<file path="src/rtl/lpc_pkg.sv">
package lpc_pkg;

    localparam int CH_N         = 4;
    localparam int DUTY_W       = 8;
    localparam int FINE_DROP    = 2;
    localparam int DIM_SLOTS    = 16;
    localparam int DIM_SLOT_LEN = 128;
    localparam int FAST_MAX     = 3;
    localparam int SLOT_W       = $clog2(DIM_SLOTS);
    localparam int CODE_W       = 2;

    typedef enum logic [1:0] {
        LS_OFF = 2'b00,
        LS_ON  = 2'b01,
        LS_IND = 2'b10,
        LS_GRP = 2'b11
    } lstate_e;

    typedef struct packed {
        logic [CH_N-1:0][DUTY_W-1:0] duty;
        logic [CH_N-1:0][CODE_W-1:0] code;
        logic [DUTY_W-1:0]           gdc;
        logic [DUTY_W-1:0]           gfrq;
        logic                        blink;
        logic                        inv;
        logic                        totem;
    } cfg_t;

    localparam cfg_t CFG_RST = '{
        duty:  '0,
        code:  '0,
        gdc:   8'hFF,
        gfrq:  8'h00,
        blink: 1'b0,
        inv:   1'b0,
        totem: 1'b0
    };

    // Number of open blink slots: coarse steps for fast rates, full steps otherwise.
    function automatic logic [DUTY_W-1:0] blink_open(input logic [DUTY_W-1:0] gdc,
                                                     input logic [DUTY_W-1:0] gfrq);
        if (gfrq <= DUTY_W'(FAST_MAX))
            return {gdc[DUTY_W-1:FINE_DROP], {FINE_DROP{1'b0}}};
        return gdc;
    endfunction

endpackage

</file>
<file path="src/rtl/lpc_regs.sv">
module lpc_regs
    import lpc_pkg::*;
(
    input  logic clk,
    input  logic rst,
    input  logic upd,
    input  logic period_end,
    input  cfg_t raw,
    output cfg_t act
);

    cfg_t stage;
    logic pend;

    always_ff @(posedge clk) begin
        if (rst) begin
            stage <= CFG_RST;
            act   <= CFG_RST;
            pend  <= 1'b0;
        end else begin
            if (upd)
                stage <= raw;
            if (period_end && pend)
                act <= stage;
            if (upd)
                pend <= 1'b1;
            else if (period_end)
                pend <= 1'b0;
        end
    end

    // active settings move only at a period boundary
    a_r8_steady: assert property (@(posedge clk) disable iff (rst)
        !period_end |=> $stable(act));

    // a pending capture lands at the boundary
    a_r8_take: assert property (@(posedge clk) disable iff (rst)
        (period_end && pend) |=> act == $past(stage));

endmodule

</file>
<file path="src/rtl/lpc_timebase.sv">
module lpc_timebase
    import lpc_pkg::*;
#(
    parameter int BLINK_PRE = 65
) (
    input  logic              clk,
    input  logic              rst,
    input  logic              adv,
    input  logic [DUTY_W-1:0] gfrq,
    output logic [DUTY_W-1:0] ind_cnt,
    output logic [SLOT_W-1:0] dim_slot,
    output logic [DUTY_W-1:0] blink_slot,
    output logic              period_end
);

    localparam int TW = $clog2(DIM_SLOTS * DIM_SLOT_LEN);
    localparam int PW = (BLINK_PRE > 1) ? $clog2(BLINK_PRE) : 1;

    logic [TW-1:0]     tcnt;
    logic [PW-1:0]     pre;
    logic [DUTY_W-1:0] sub;

    always_ff @(posedge clk) begin
        if (rst) begin
            tcnt       <= '0;
            pre        <= '0;
            sub        <= '0;
            blink_slot <= '0;
        end else if (adv) begin
            tcnt <= tcnt + 1'b1;
            if (pre == PW'(BLINK_PRE - 1)) begin
                pre <= '0;
                if (sub >= gfrq) begin
                    sub        <= '0;
                    blink_slot <= blink_slot + 1'b1;
                end else begin
                    sub <= sub + 1'b1;
                end
            end else begin
                pre <= pre + 1'b1;
            end
        end
    end

    assign ind_cnt    = tcnt[DUTY_W-1:0];
    assign dim_slot   = tcnt[TW-1 -: SLOT_W];
    assign period_end = adv && (ind_cnt == '1);

    // no time passes without an enabled tick
    a_r9_frozen: assert property (@(posedge clk) disable iff (rst)
        !adv |=> $stable(tcnt) && $stable(blink_slot) && $stable(sub));

endmodule

</file>
<file path="src/rtl/lpc_chan.sv">
module lpc_chan
    import lpc_pkg::*;
(
    input  logic              clk,
    input  logic              rst,
    input  logic [DUTY_W-1:0] ind_cnt,
    input  logic              grp_on,
    input  logic [DUTY_W-1:0] duty,
    input  logic [CODE_W-1:0] code,
    input  logic              blink,
    input  logic              inv,
    input  logic              totem,
    output logic              drv_lo,
    output logic              drv_hi,
    output logic              hi_z
);

    localparam int CW = DUTY_W - FINE_DROP;

    lstate_e st;
    logic    ind_on;
    logic    led_on;
    logic    level;

    assign st = lstate_e'(code);

    always_comb begin
        if (st == LS_GRP && !blink)
            ind_on = ind_cnt[CW-1:0] < duty[DUTY_W-1:FINE_DROP];
        else
            ind_on = ind_cnt < duty;
        unique case (st)
            LS_OFF:  led_on = 1'b0;
            LS_ON:   led_on = 1'b1;
            LS_IND:  led_on = ind_on;
            default: led_on = ind_on && grp_on;
        endcase
    end

    assign level  = ~(led_on ^ inv);
    assign drv_lo = ~level;
    assign drv_hi = level & totem;
    assign hi_z   = level & ~totem;

    // exactly one pin enable
    a_r7_one_enable: assert property (@(posedge clk) disable iff (rst)
        $countones({drv_lo, drv_hi, hi_z}) == 1);

    // code 01 is steadily on
    a_r2_full_on: assert property (@(posedge clk) disable iff (rst)
        (st == LS_ON) |-> (drv_lo == !inv));

    // zero duty never lights the LED
    a_r10_zero_duty: assert property (@(posedge clk) disable iff (rst)
        (code[1] && duty == '0) |-> (drv_lo == inv));

endmodule

</file>
<file path="src/rtl/led_pwm_combiner.sv">
module led_pwm_combiner
    import lpc_pkg::*;
#(
    parameter int BLINK_PRE = 65
) (
    input  logic                     clk,
    input  logic                     rst,
    input  logic                     tick,
    input  logic                     sleep,
    input  logic                     upd,
    input  logic [CH_N*DUTY_W-1:0]   duty_in,
    input  logic [CH_N*CODE_W-1:0]   code_in,
    input  logic [DUTY_W-1:0]        gdc_in,
    input  logic [DUTY_W-1:0]        gfrq_in,
    input  logic                     blink_in,
    input  logic                     invert_in,
    input  logic                     totem_in,
    output logic [CH_N-1:0]          drv_lo,
    output logic [CH_N-1:0]          drv_hi,
    output logic [CH_N-1:0]          hi_z
);

    cfg_t              raw;
    cfg_t              act;
    logic              adv;
    logic              period_end;
    logic [DUTY_W-1:0] ind_cnt;
    logic [SLOT_W-1:0] dim_slot;
    logic [DUTY_W-1:0] blink_slot;
    logic              grp_on;

    always_comb begin
        raw.duty  = duty_in;
        raw.code  = code_in;
        raw.gdc   = gdc_in;
        raw.gfrq  = gfrq_in;
        raw.blink = blink_in;
        raw.inv   = invert_in;
        raw.totem = totem_in;
    end

    assign adv = tick && !sleep;

    lpc_regs u_regs (
        .clk        (clk),
        .rst        (rst),
        .upd        (upd),
        .period_end (period_end),
        .raw        (raw),
        .act        (act)
    );

    lpc_timebase #(.BLINK_PRE(BLINK_PRE)) u_time (
        .clk        (clk),
        .rst        (rst),
        .adv        (adv),
        .gfrq       (act.gfrq),
        .ind_cnt    (ind_cnt),
        .dim_slot   (dim_slot),
        .blink_slot (blink_slot),
        .period_end (period_end)
    );

    always_comb begin
        if (act.blink)
            grp_on = blink_slot < blink_open(act.gdc, act.gfrq);
        else
            grp_on = dim_slot < act.gdc[DUTY_W-1 -: SLOT_W];
    end

    for (genvar c = 0; c < CH_N; c++) begin : g_ch
        lpc_chan u_chan (
            .clk     (clk),
            .rst     (rst),
            .ind_cnt (ind_cnt),
            .grp_on  (grp_on),
            .duty    (act.duty[c]),
            .code    (act.code[c]),
            .blink   (act.blink),
            .inv     (act.inv),
            .totem   (act.totem),
            .drv_lo  (drv_lo[c]),
            .drv_hi  (drv_hi[c]),
            .hi_z    (hi_z[c])
        );
    end

    // sleep holds every pin
    a_r9_sleep_hold: assert property (@(posedge clk) disable iff (rst)
        ($past(sleep) && sleep && !$past(upd)) |-> $stable({drv_lo, drv_hi, hi_z}));

endmodule

</file>
<file path="config.mk">
export PLATFORM = sky130hd
export DESIGN_NAME = led_pwm_combiner
export DESIGN_NICKNAME = d
export VERILOG_FILES = /design/src/rtl/lpc_pkg.sv /design/src/rtl/lpc_regs.sv /design/src/rtl/lpc_timebase.sv /design/src/rtl/lpc_chan.sv /design/src/rtl/led_pwm_combiner.sv
export SDC_FILE = /design/constraint.sdc
export NUM_CORES = 1
export LEC_CHECK = 0
export ABC_AREA = 1
export ABC_CLOCK_PERIOD_IN_PS = 2200
export BUFFER_PORTS_ARGS = -buffer_cell sky130_fd_sc_hd__buf_2
export CAP_MARGIN = 10
export CORE_MARGIN = 1.5
export CORE_UTILIZATION = 50
export CTS_BUF_LIST = sky130_fd_sc_hd__clkbuf_8
export DETAILED_ROUTE_END_ITERATION = 7
export GPL_TIMING_DRIVEN = 0
export PLACE_DENSITY_LB_ADDON = 0.2
export SLEW_MARGIN = 20
export SYNTH_ARGS = -nofsm -noshare
export SYNTH_HDL_FRONTEND = slang
export SYNTH_SLANG_ARGS = --single-unit
</file>
<file path="constraint.sdc">
create_clock -name clk -period 2.2 [get_ports clk]
set_input_delay 0 -clock clk [delete_from_list [all_inputs] [get_ports clk]]
set_output_delay 0 -clock clk [all_outputs]
set_load 0.1 [all_outputs]
</file>
==> summary.md, run 1 <==
| Metric | Value |
|---|---|
| Hold Path Depth | `3` |
| Status | `finished, violations left` |
| Ranking of synthesized cells by area | `dfxtp_1 (41%), ha_1 (12%), a21oi_1 (9.4%)` |
| Final Setup Violations | `12` |
| Final WL | `18.8 mm` |
| Final total power | `5.45 mW` |
| RSZ-0062 raised after global routing | `yes` |
| Worst-path clk slew | `0.08 ns` |
| Overall die width | `126 um` |
| DRC Markers | `0` |
| Max Fclk | `0.385 GHz` |
| Clock buffer depth | `2` |
| Minimum clock period | `about 2.6 ns` |
| First-pass GRT wire length | `slightly above 30 mm` |
| GRT Total Usage | `24.5%` |
| Post-synthesis cell count | `969` |
| Startpoint type of the worst setup path | `flop` |
| Avg Synthesized Cell Area | `7.77 sq um` |
| IO Count | `76` |
| Overall die height | `126 um` |
| CP Data Arrival Time | `2.60 ns` |
| Area growth from synthesis to layout | `26.0%` |
| Critical-path cell list | `ha_1, a21boi_0, o21ai_0, o2111ai_1, nand2_1, a21o_1, nand2_1, nand2_1, nand2_2, nor2_2, buf_4, buf_12` |
| Hold Path End | `u_regs.stage[29]` |
| Core area | `approximately 15000 sq um` |
| #FFs+latches synth | `153` |
| HP Class | `in -> reg` |
| Starting Density | `51.6%` |
| Yosys top cell by area | `dfxtp_1` |
| Synth top area share | `40.7%` |
| Final nets | `1265` |
| Drt first pass iters | `5` |
| Clock Sinks | `153` |
| Reg-to-reg slack, setup | `0.12 ns` |
| Area of the multi-input gates | `3730 sq um` |
| Die area | `15800 sq um` |
| Slew Viols, Final | `0` |
| Max FO, Critical Path | `11` |
| Element type at the critical path end | `output port` |
| Initial antenna violation count | `0` |
| Port bufs | `73` |
| Reg area | `3090 sq um` |
| Htree depth | `4` |
| Fill cells | `1261` |
| Final Hold Viols | `0` |
| Fraction of layout cells with a size suffix above 1 | `15.3%` |
| Post-Syn Area | `7530 sq um` |
| Register-to-Register Path Depth | `10` |
| Sequential area share after synthesis | `about two fifths` |
| Gpl congestion | `0.882` |
| CP Class | `reg -> out` |
| Routed wire per std cell | `14.2 um` |
| Detail Placement HPWL | `12.6 mm` |
| Post-DRT Antenna Nets | `0` |
| Vias in the first global route | `6496` |
| TritonCTS clock tree | `yes` |
| CP max stage cell | `dfxtp_4` |
| Number of cell rows | `44` |
| Via Count | `slightly below 7000` |
| Clk root buf | `clkbuf_8` |
| Synth cell types | `36` |
| MaxCap Viol Count | `0` |
| Hold Startpoint | `upd` |
| 1st-iter DRT viols | `393` |
| Largest net degree at the start of global routing | `17` |
| PwrDens | `about 570 nW/um^2` |
| Worst-Skew Late Latency | `about 0.46 ns` |
| Fin util | `65.0%` |
| Vias per cell | `5.20` |
| Post-route setup slack | `-0.399 ns` |
| RR Startpoint | `u_time.tcnt[1]` |
| Crit-path most repeated cell | `nand2_1` |
| Slew margin rel. | `51.8%` |
| Failing checks | `negative setup slack` |
| Critical path data required time | `2.20 ns` |
| Crit-path max cell delay | `0.45 ns` |
| Final worst-path cycle share | `118%` |
| Total CTS buffers | `17` |
| R2r endpoint | `u_regs.act[19]` |
| Slew @ Worst Pin | `0.724 ns` |
| Inserted Diodes | `0` |
| Static Leak | `around 4.2 nW` |
| Clock skew | `0.00681 ns` |
| Overflow after GRT | `0` |
| Syn_nets | `1104` |
| Yosys warnings | `0` |
| VDD IR max | `0.000478 V` |
[power by group]
| group | internal, mW | switching (mW) |
|---|---|---|
| combinational | 0.210 | 0.241 |
| sequential | 2.84 | 0.0334 |
| clock | 1.06 | 1.07 |
| total | 4.11 | 1.34 |
[per-stage QoR]
| stage | cells | instance area (sq um) | TNS (ns) | hold slack [ns] | worst slack (ns) |
|---|---|---|---|---|---|
| 2_1_floorplan | 969 | 7530 | 0 | 0.126 | 0.297 |
| 3_3_place_gp | 1226 | 8120 | -8.40 | 0.215 | -0.323 |
| 3_5_place_dp | 1226 | 8120 | -8.90 | 0.217 | -0.337 |
| 4_1_cts | 1326 | 9440 | -3.79 | 0.00531 | -0.374 |
| 5_1_grt | 1326 | 9480 | -6.16 | 0.0465 | -0.582 |
| 6_report | 1326 | 9480 | -3.87 | 0.0220 | -0.399 |
[synth_stat cells]
| cell type | count |
|---|---|
| dfxtp_1 | 153 |
| a21oi_1 | 142 |
| o21ai_0 | 133 |
| inv_1 | 127 |
| nand2_1 | 108 |
| nor2_1 | 84 |
| ha_1 | 71 |
| clkbuf_1 | 30 |
| nand3_1 | 23 |
| buf_4 | 12 |
| nor3_1 | 10 |
| o21a_1 | 7 |
| a211oi_2 | 6 |
| buf_2 | 6 |
| buf_6 | 6 |
| a21boi_0 | 5 |
| nand4_1 | 5 |
| xor2_1 | 5 |
| a21o_1 | 4 |
| nand3b_1 | 4 |
| o2111ai_1 | 4 |
| inv_2 | 3 |
| nor2_4 | 3 |
| nor4_1 | 3 |
| nand3_2 | 2 |
| nor2_2 | 2 |
| nor3b_1 | 2 |
| a211oi_1 | 1 |
| a31oi_1 | 1 |
| a41oi_1 | 1 |
| nand2_2 | 1 |
| nor3_4 | 1 |
| nor4_4 | 1 |
| o211ai_1 | 1 |
| o22ai_1 | 1 |
| xnor2_1 | 1 |
[how the worst max path moves through the flow]
| stage | from | end | slack (ns) | cells after the start |
|---|---|---|---|---|
| 2_1_floorplan | u_time.tcnt[1] | u_regs.act[33] | 0.30 | 11 |
| 3_3_place_gp | u_time.tcnt[1] | hi_z[0] | -0.32 | 13 |
| 3_5_place_dp | u_time.tcnt[1] | hi_z[0] | -0.34 | 13 |
| 4_1_cts | u_regs.act[10] | hi_z[1] | -0.37 | 19 |
| 5_1_grt | u_regs.act[9] | drv_hi[0] | -0.58 | 19 |
| 6_report | u_time.tcnt[1] | hi_z[0] | -0.40 | 12 |
[logic make-up after synthesis]
group	after synthesis	synth area share, %
xor gates and xnor gates	6	0.698
buffers and inverters	184	10.5
DFF	153	40.7
adders and majority gates	71	11.8
AOI/OAI and AO/OA	306	21.8
and+or+nand+nor	249	14.5
[state kept, by name, summed over array words and instances, names as in the netlist]
signal and count:
u_regs.act 59, u_regs.pend 1, u_regs.stage 59, u_time.blink_slot 8, u_time.pre 7, u_time.sub 8, u_time.tcnt 11
[final cells by class]
type                       instances  share of cell area (%)
tap                              184                    2.43
timing repair buffer             144                    13.2
multi-input combinational        632                    39.4
buffer                            52                    3.27
inverter                         130                    5.15
clock inverter                    12                    1.35
sequential                       153                    32.5
clock buffer                      19                    2.76
[worst max-delay path, delay by kind of cell, from the launching register on]
kind / cells / cell delay [ns]
AO/OA/AOI/OAI: 4 / 0.62
AND/OR/NAND/NOR: 5 / 0.54
flip-flops: 1 / 0.45
buffers and inverters: 2 / 0.29
adder cells (fa/ha/maj): 1 / 0.25
[cells in the final DEF (no fill, tap or decap), drive strengths merged, types with 4 or more instances in the layout]
cell | netlist | layout
dfxtp | 153 | 153
a21oi | 142 | 142
o21ai | 133 | 133
inv | 130 | 133
nand2 | 109 | 109
buf | 24 | 97
nor2 | 89 | 89
ha | 71 | 71
dlygate4sd3 | 0 | 68
clkbuf | 30 | 50
nand3 | 25 | 25
nor3 | 11 | 11
o21a | 7 | 7
a211oi | 7 | 7
a21boi | 5 | 5
nand4 | 5 | 5
xor2 | 5 | 5
clkinv | 0 | 5
nand3b | 4 | 4
o2111ai | 4 | 4
a21o | 4 | 4
nor4 | 4 | 4
[repair_timing]
action | 4_1_cts | 5_1_grt
setup endpoints to repair | 71 | 20
setup buffers | 1 | 2
gates cloned | 0 | 0
endpoints found under the hold margin | 62 | 0
pin swaps | 10 | 9
hold buffers | 68 | 0
gates resized for setup | 74 | 17
[per-layer routing]
layer  vias to the layer above  part of all wire [%]  GRT usage [%]
met5                         -                     0              0
met4                         0                   2.0           8.02
met3                        31                   4.4           4.97
met2                       173                    47           41.3
met1                      3148                    46           31.4
li1                       3546                     -              -
Power figures use the tool's default switching activity.
==> inputs of run 2 (changes only) <==
--- a/config.mk
+++ b/config.mk
@@ -9,8 +9,10 @@
 export ABC_CLOCK_PERIOD_IN_PS = 2200
 export BUFFER_PORTS_ARGS = -buffer_cell sky130_fd_sc_hd__buf_2
 export CAP_MARGIN = 10
+export CELL_PAD_IN_SITES_DETAIL_PLACEMENT = 1
+export CELL_PAD_IN_SITES_GLOBAL_PLACEMENT = 1
 export CORE_MARGIN = 1.5
-export CORE_UTILIZATION = 50
+export CORE_UTILIZATION = 45
 export CTS_BUF_LIST = sky130_fd_sc_hd__clkbuf_8
 export DETAILED_ROUTE_END_ITERATION = 7
 export GPL_TIMING_DRIVEN = 0
==> run 2 against run 1 <==
Compared with the run above: the run still ends with negative setup slack left; sequential power about the same; power up 0.34%; setup slack worse by 0.030 ns; sequential cell count unchanged; clock-buffer cell count up 2; combinational power up 5.8%; register-to-register slack worse by 0.04 ns; clock power about the same; non-clock buffer count up 11; via count up 4.5%; critical path type unchanged; largest cell class unchanged.
==> summary.md, run 2 (same netlist as run 1, synthesis figures left out) <==
| Metric | Value |
|---|---|
| CP max stage cell | `dfxtp_2 (was dfxtp_4)` |
| Final WL | `23.8 mm (was 18.8 mm)` |
| Register-to-Register Path Depth | `10 (unchanged)` |
| Hold Path Depth | `3 (unchanged)` |
| Clock buffer depth | `2 (unchanged)` |
| 1st-iter DRT viols | `277 (was 393)` |
| Slew @ Worst Pin | `0.753 ns (was 0.724 ns)` |
| Area growth from synthesis to layout | `29.6% (was 26.0%)` |
| Detail Placement HPWL | `14.8 mm (was 12.6 mm)` |
| Fin util | `59.2% (was 65.0%)` |
| Overall die width | `132 um (was 126 um)` |
| Via Count | `7206 (was 6898)` |
| Overflow after GRT | `0 (unchanged)` |
| Htree depth | `4 (unchanged)` |
| DRC Markers | `0 (unchanged)` |
| Fill cells | `2040 (was 1261)` |
| Inserted Diodes | `0 (unchanged)` |
| Port bufs | `73 (unchanged)` |
| Worst-Skew Late Latency | `0.47 ns (was 0.46 ns)` |
| Crit path max-delay family | `simple AND/OR/NAND/NOR gates (was compound AO/OA/AOI/OAI gates)` |
| MaxCap Viol Count | `0 (unchanged)` |
| Fraction of layout cells with a size suffix above 1 | `18.6% (was 15.3%)` |
| HP Class | `in -> reg (unchanged)` |
| Starting Density | `45.7% (was 51.6%)` |
| Clock Sinks | `153 (unchanged)` |
| Final Hold Viols | `0 (unchanged)` |
| Fin area | `9750 sq um (was 9480 sq um)` |
| Largest regs | `u_regs.act (59), u_regs.stage (59), u_time.tcnt (11) (unchanged)` |
| PwrDens | `561 nW/um^2 (was 575 nW/um^2)` |
| Overall die height | `132 um (was 126 um)` |
| Routed wire per std cell | `17.3 um (was 14.2 um)` |
| R2r endpoint | `u_regs.act[12] (was u_regs.act[19])` |
| Commonest non-fill, non-tap cells in the layout | `a21oi_1 (140), dfxtp_1 (140), inv_1 (127), o21ai_0 (122), nand2_1 (88) (was dfxtp_1 (143), a21oi_1 (142), o21ai_0 (131), inv_1 (129), nand2_1 (101))` |
| Clock skew | `0.0131 ns (was 0.00681 ns)` |
| Failing checks | `negative setup slack (unchanged)` |
| Critical-path cell list | `inv_1, ha_1, nand2_1, nor2_1, o21ai_1, o2111ai_1, nand2_2, a21o_1, nand3_1, nand2_4, nor2_2, buf_4, buf_12 (was ha_1, a21boi_0, o21ai_0, o2111ai_1, nand2_1, a21o_1, nand2_1, nand2_1, nand2_2, nor2_2, buf_4, buf_12)` |
| WP buf/inv | `3 (was 2)` |
| Dpl cell area | `8170 sq um (was 8120 sq um)` |
| RR Startpoint | `u_time.tcnt[3] (was u_time.tcnt[1])` |
| CP Class | `reg -> out (unchanged)` |
| Slew Viols, Final | `0 (unchanged)` |
| Max Fclk | `0.380 GHz (was 0.385 GHz)` |
| Element type at the critical path end | `output port (unchanged)` |
| Startpoint type of the worst setup path | `flop (unchanged)` |
| Gpl congestion | `0.779 (was 0.882)` |
| Reg-to-reg slack, setup | `0.08 ns (was 0.12 ns)` |
| Core area | `16500 sq um (was 14600 sq um)` |
| Clk root buf | `clkbuf_8 (unchanged)` |
| Die area | `17500 sq um (was 15800 sq um)` |
| Slew margin rel. | `49.8% (was 51.8%)` |
| Largest net degree at the start of global routing | `17 (unchanged)` |
| Pre-CTS setup slack | `-0.412 ns (was -0.337 ns)` |
| Hold Startpoint | `upd (unchanged)` |
| Vias per cell | `5.25 (was 5.20)` |
| Crit-path max cell delay | `0.33 ns (was 0.45 ns)` |
| TritonCTS clock tree | `yes (unchanged)` |
| Max FO, Critical Path | `3 (was 11)` |
| Minimum clock period | `2.63 ns (was 2.60 ns)` |
| Status | `finished, violations left (unchanged)` |
| Initial antenna violation count | `0 (unchanged)` |
| Final Setup Violations | `12 (unchanged)` |
| Drt first pass iters | `4 (was 5)` |
| Vias in the first global route | `7433 (was 6496)` |
| Final worst-path cycle share | `119% (was 118%)` |
| GRT Total Usage | `26.5% (was 24.5%)` |
| VDD IR max | `0.000316 V (was 0.000478 V)` |
| First-pass GRT wire length | `36.7 mm (was 31.1 mm)` |
| Total CTS buffers | `17 (unchanged)` |
| Critical path data required time | `2.20 ns (about the same)` |
| Final nets | `1276 (was 1265)` |
| Post-DRT Antenna Nets | `0 (unchanged)` |
| CP Data Arrival Time | `2.63 ns (was 2.60 ns)` |
| IO Count | `76 (unchanged)` |
| Post-route setup slack | `-0.429 ns (was -0.399 ns)` |
| Static Leak | `4.29 nW (was 4.22 nW)` |
| RSZ-0062 raised after global routing | `yes (unchanged)` |
| Hold Path End | `u_regs.stage[31] (was u_regs.stage[29])` |
| Worst-path clk slew | `0.08 ns (about the same)` |
| Number of cell rows | `47 (was 44)` |
==> run 2: worst reg2reg max path, stage by stage (launching register included) <==
cell and delay (ns):
dfxtp_4 0.42, clkbuf_4 0.22, nand3_1 0.15, nor4_4 0.35, nand3_2 0.17, nor2_4 0.15, buf_4 0.16, buf_8 0.15
buf_12 0.11, a21oi_1 0.05, o21ai_0 0.11
==> run 2: layer usage <==
metal	part of all wire [%]	vias up	track usage, %
li1	-	3565	-
met5	0	-	0
met2	52	105	49.5
met4	1.8	0	7.02
met1	43	3499	30.9
met3	2.5	37	4.77
==> run 2: power by group <==
group | total [mW] | internal [mW] | switching, mW
Sequential | 2.88 | 2.84 | 0.0348
Clock | 2.12 | 1.01 | 1.11
Combinational | 0.477 | 0.209 | 0.267
Total | 5.47 | 4.06 | 1.41
==> run 2: repair_timing <==
action,in CTS,in global routing
endpoints found under the hold margin,62,0
buffers inserted,1,16
hold buffers,63,0
gates resized for setup,76,62
pin swaps,7,21
gates cloned,0,1
endpoints found under the setup margin,72,66
==> run 2: worst max path at each step <==
| stage | start | to | slack [ns] | cells past startpoint |
|---|---|---|---|---|
| after floorplan | u_time.tcnt[1] | u_regs.act[33] | 0.30 | 11 |
| after global placement | u_time.tcnt[1] | hi_z[0] | -0.37 | 13 |
| after detailed placement | u_time.tcnt[1] | drv_hi[1] | -0.41 | 12 |
| after CTS | u_regs.act[10] | hi_z[1] | -0.36 | 19 |
| after global routing | u_regs.act[49] | drv_hi[2] | -0.58 | 13 |
| final | u_regs.act[49] | drv_hi[2] | -0.43 | 13 |
==> run 2: cell type report <==
class                           count  area (sq um)  area share (%)
Sequential cell                   153          3100            31.7
Multi-Input combinational cell    632          3870            39.7
Buffer                             53           317            3.25
Inverter                          130           488            5.00
Timing Repair Buffer              154          1320            13.5
Clock buffer                       21           289            2.96
Clock inverter                     10          95.1           0.975
Tap cell                          220           275            2.82
==> run 2: stage by stage <==
step	power [mW]	hold WS, ns	setup TNS (ns)	std cells
after floorplan	3.15	0.126	0	969
after global placement	3.29	0.219	-10.09	1262
after detailed placement	3.31	0.220	-13.55	1262
after CTS	5.47	0.00565	-3.95	1356
after global routing	5.67	0.0448	-5.57	1373
final	5.47	0.0151	-3.76	1373
==> inputs of run 3 (changes only) <==
--- a/config.mk
+++ b/config.mk
@@ -12,8 +12,8 @@
 export CELL_PAD_IN_SITES_DETAIL_PLACEMENT = 1
 export CELL_PAD_IN_SITES_GLOBAL_PLACEMENT = 1
 export CORE_MARGIN = 1.5
-export CORE_UTILIZATION = 45
-export CTS_BUF_LIST = sky130_fd_sc_hd__clkbuf_8
+export CORE_UTILIZATION = 44
+export CTS_BUF_LIST = sky130_fd_sc_hd__clkbuf_16
 export DETAILED_ROUTE_END_ITERATION = 7
 export GPL_TIMING_DRIVEN = 0
 export PLACE_DENSITY_LB_ADDON = 0.2
==> run 3 against run 2 <==
Compared with the run above: the flow still finishes with violations (negative setup slack); clock-buffer cell count is 4 lower; clock power grew 24%; setup slack got worse by 0.0089 ns; via count hardly changed; power up 9.5%; cell count is 0.80% lower; sequential share of layout area is 0.20 points higher; critical path depth is the same; clock skew shrank 0.0069 ns; non-clock buffer count decreased by 12; wire length down 2.2%; worst hold slack improved by 0.0019 ns.
==> summary.md, run 3 (same netlist as run 1, synthesis figures left out) <==
| Metric | Value |
|---|---|
| GRT Total Usage | `26.5% (about the same)` |
| Initial antenna violation count | `0 (unchanged)` |
| Vias per cell | `5.29 (was 5.25)` |
| Worst-Skew Late Latency | `0.44 ns (was 0.47 ns)` |
| First-pass GRT wire length | `37.1 mm (was 36.7 mm)` |
| Non-Filler Instances | `1362 (was 1373)` |
| Vias in the first global route | `7464 (was 7433)` |
| Number of cell rows | `47 (unchanged)` |
| Gpl congestion | `0.813 (was 0.779)` |
| TritonCTS clock tree | `yes (unchanged)` |
| Setup TNS | `-4.47 ns (was -3.76 ns)` |
| Routed wire per std cell | `17.1 um (was 17.3 um)` |
| Clk root buf | `clkbuf_16 (was clkbuf_8)` |
| Slew margin rel. | `51.9% (was 49.8%)` |
| Post-route setup slack | `-0.438 ns (was -0.429 ns)` |
| Final worst-path cycle share | `120% (was 119%)` |
| RR Startpoint | `u_time.tcnt[1] (was u_time.tcnt[3])` |
| Dpl cells | `1262 (unchanged)` |
| Die area | `17900 sq um (was 17500 sq um)` |
| Area growth from synthesis to layout | `28.4% (was 29.6%)` |
| R2r endpoint | `u_regs.act[33] (was u_regs.act[12])` |
| Post-DRT Antenna Nets | `0 (unchanged)` |
| Failing checks | `negative setup slack (unchanged)` |
| Final Hold Viols | `0 (unchanged)` |
| Critical path data required time | `2.20 ns (about the same)` |
| CP Class | `reg -> out (unchanged)` |
| 1st-iter DRT viols | `343 (was 277)` |
| MaxCap Viol Count | `0 (unchanged)` |
| Reg power frac | `48.2% (was 52.6%)` |
| Total CTS buffers | `17 (unchanged)` |
| Via Count | `7207 (was 7206)` |
| Hold Path Depth | `6 (was 3)` |
| Drt first pass iters | `5 (was 4)` |
| RSZ-0062 raised after global routing | `yes (unchanged)` |
| Clock Sinks | `153 (unchanged)` |
| Inserted Diodes | `0 (unchanged)` |
| Element type at the critical path end | `output port (unchanged)` |
| Port bufs | `73 (unchanged)` |
| DRC Markers | `0 (unchanged)` |
| Detail Placement HPWL | `14.8 mm (about the same)` |
| Reg-to-reg slack, setup | `0.10 ns (was 0.08 ns)` |
| Final WL | `23.3 mm (was 23.8 mm)` |
| Slew Viols, Final | `0 (unchanged)` |
| Minimum clock period | `2.64 ns (was 2.63 ns)` |
| Slew @ Worst Pin | `0.722 ns (was 0.753 ns)` |
| Overflow after GRT | `0 (unchanged)` |
| Core area | `16600 sq um (was 16500 sq um)` |
| WHS | `0.0169 ns (was 0.0151 ns)` |
| Largest regs | `u_regs.act (59), u_regs.stage (59), u_time.tcnt (11) (unchanged)` |
| Max Fclk | `0.379 GHz (was 0.380 GHz)` |
| Overall die height | `134 um (was 132 um)` |
| Static Leak | `4.25 nW (was 4.29 nW)` |
| Psw | `1.52 mW (was 1.41 mW)` |
| Overall die width | `134 um (was 132 um)` |
| VDD IR max | `0.000580 V (was 0.000316 V)` |
| Register-to-Register Path Depth | `11 (was 10)` |
| Clock buffer depth | `2 (unchanged)` |
| Max FO, Critical Path | `12 (was 3)` |
| Final Setup Violations | `12 (unchanged)` |
| HP Class | `in -> reg (unchanged)` |
| Hold Path End | `u_time.tcnt[2] (was u_regs.stage[31])` |
| Final nets | `1264 (was 1276)` |
| Commonest non-fill, non-tap cells in the layout | `a21oi_1 (142), dfxtp_1 (142), inv_1 (129), o21ai_0 (125), nand2_1 (94) (was a21oi_1 (140), dfxtp_1 (140), inv_1 (127), o21ai_0 (122), nand2_1 (88))` |
| Switching portion of total power | `25.4% (was 25.8%)` |
| IO Count | `76 (unchanged)` |
| CP Data Arrival Time | `2.64 ns (was 2.63 ns)` |
| Htree depth | `4 (unchanged)` |
| Crit-path max cell delay | `0.52 ns (was 0.33 ns)` |
| PwrDens | `620 nW/um^2 (was 561 nW/um^2)` |
| Hold Startpoint | `tick (was upd)` |
| CP max stage cell | `dfxtp_2 (unchanged)` |
| Startpoint type of the worst setup path | `flop (unchanged)` |
| Crit-path most repeated cell | `nand2_1` |
| Status | `finished, violations left (unchanged)` |
| Worst-path clk slew | `0.06 ns (was 0.08 ns)` |
| Largest net degree at the start of global routing | `17 (unchanged)` |
| Power Internal | `4.46 mW (was 4.06 mW)` |
| Starting Density | `45.2% (was 45.7%)` |
| Clock skew | `0.00614 ns (was 0.0131 ns)` |
| Clock Power Share | `44.0% (was 38.7%)` |
| Combinational share of power | `7.8% (was 8.7%)` |
| Critical-path cell list | `ha_1, nand2_1, nor2_1, o21ai_1, o2111ai_1, nand2_1, a21o_1, nand2_1, nand2_1, nand2_2, nor2_1, buf_4, buf_12 (was inv_1, ha_1, nand2_1, nor2_1, o21ai_1, o2111ai_1, nand2_2, a21o_1, nand3_1, nand2_4, nor2_2, buf_4, buf_12)` |
| Fin util | `58.1% (was 59.2%)` |
| Fraction of layout cells with a size suffix above 1 | `16.5% (was 18.6%)` |
-- run 3: changes by cell type in the layout (fill, tap and decap cells not counted), sizes merged --
cell         change
dlygate4sd3      -3
clkbuf           -9
bufinv           -1
buf              -4
clkinv           +4
clkinvlp         +3
inv              -1
-- run 3: cell type report --
cell class / count / area (sq um)
plain buffers: 49 / 278
fillers: 2043 / 6980
repair buffers: 146 / 1260
inverters: 130 / 488
flip-flops and latches: 153 / 3090
clock buffers: 17 / 425
multi-input cells: 632 / 3760
well taps: 220 / 275
clock inverters: 15 / 87.6
-- run 3: repair_timing --
| action | CTS | global route |
|---|---|---|
| gates resized for setup | 76 | 30 |
| hold endpoints to repair | 61 | 0 |
| hold buffers | 60 | 0 |
| setup endpoints to repair | 72 | 61 |
| setup buffers | 5 | 8 |
| pin swaps | 13 | 23 |
-- run 3: routing by layer --
metal / up-vias / part of all wire [%] / GRT usage [%]
li1: 3547 / - / -
met2: 120 / 51 / 47.9
met1: 3494 / 43 / 30.9
met4: 0 / 2.4 / 9.90
met5: - / 0 / 0
met3: 46 / 3.4 / 5.33
-- run 3: power groups by stage --
stage	Combinational [mW]	Clock (mW)	Sequential, mW
after detailed placement	0.358	0	2.95
after floorplan	0.215	0	2.94
final	0.469	2.63	2.89
after global placement	0.346	0	2.94
after CTS	0.446	2.66	2.88
after global routing	0.526	2.76	2.89
-- run 3: how the worst max path moves through the flow --
stage,slack (ns),endpoint,from,depth (start not counted)
after floorplan,0.30,u_regs.act[33],u_time.tcnt[1],11
after global placement,-0.34,hi_z[1],u_time.tcnt[1],13
after detailed placement,-0.40,drv_hi[0],u_time.tcnt[3],14
after CTS,-0.35,drv_hi[2],u_regs.act[10],19
after global routing,-0.63,hi_z[3],u_regs.act[9],19
final,-0.44,hi_z[1],u_time.tcnt[2],13
-- run 3: critical path, delay by kind of cell, from the launching register on --
kind	cells	cell delay (ns)
DFF	1	0.52
buffers and inverters	2	0.29
adders and majority gates	1	0.30
and+or+nand+nor	7	0.63
AOI/OAI and AO/OA	3	0.45
-- run 3: metrics by stage --
stage / worst slack [ns] / area (sq um) / power [mW]
2_1_floorplan: 0.297 / 7530 / 3.15
3_3_place_gp: -0.336 / 8170 / 3.29
3_5_place_dp: -0.402 / 8170 / 3.31
4_1_cts: -0.354 / 9550 / 5.99
5_1_grt: -0.629 / 9660 / 6.18
6_report: -0.438 / 9660 / 5.99
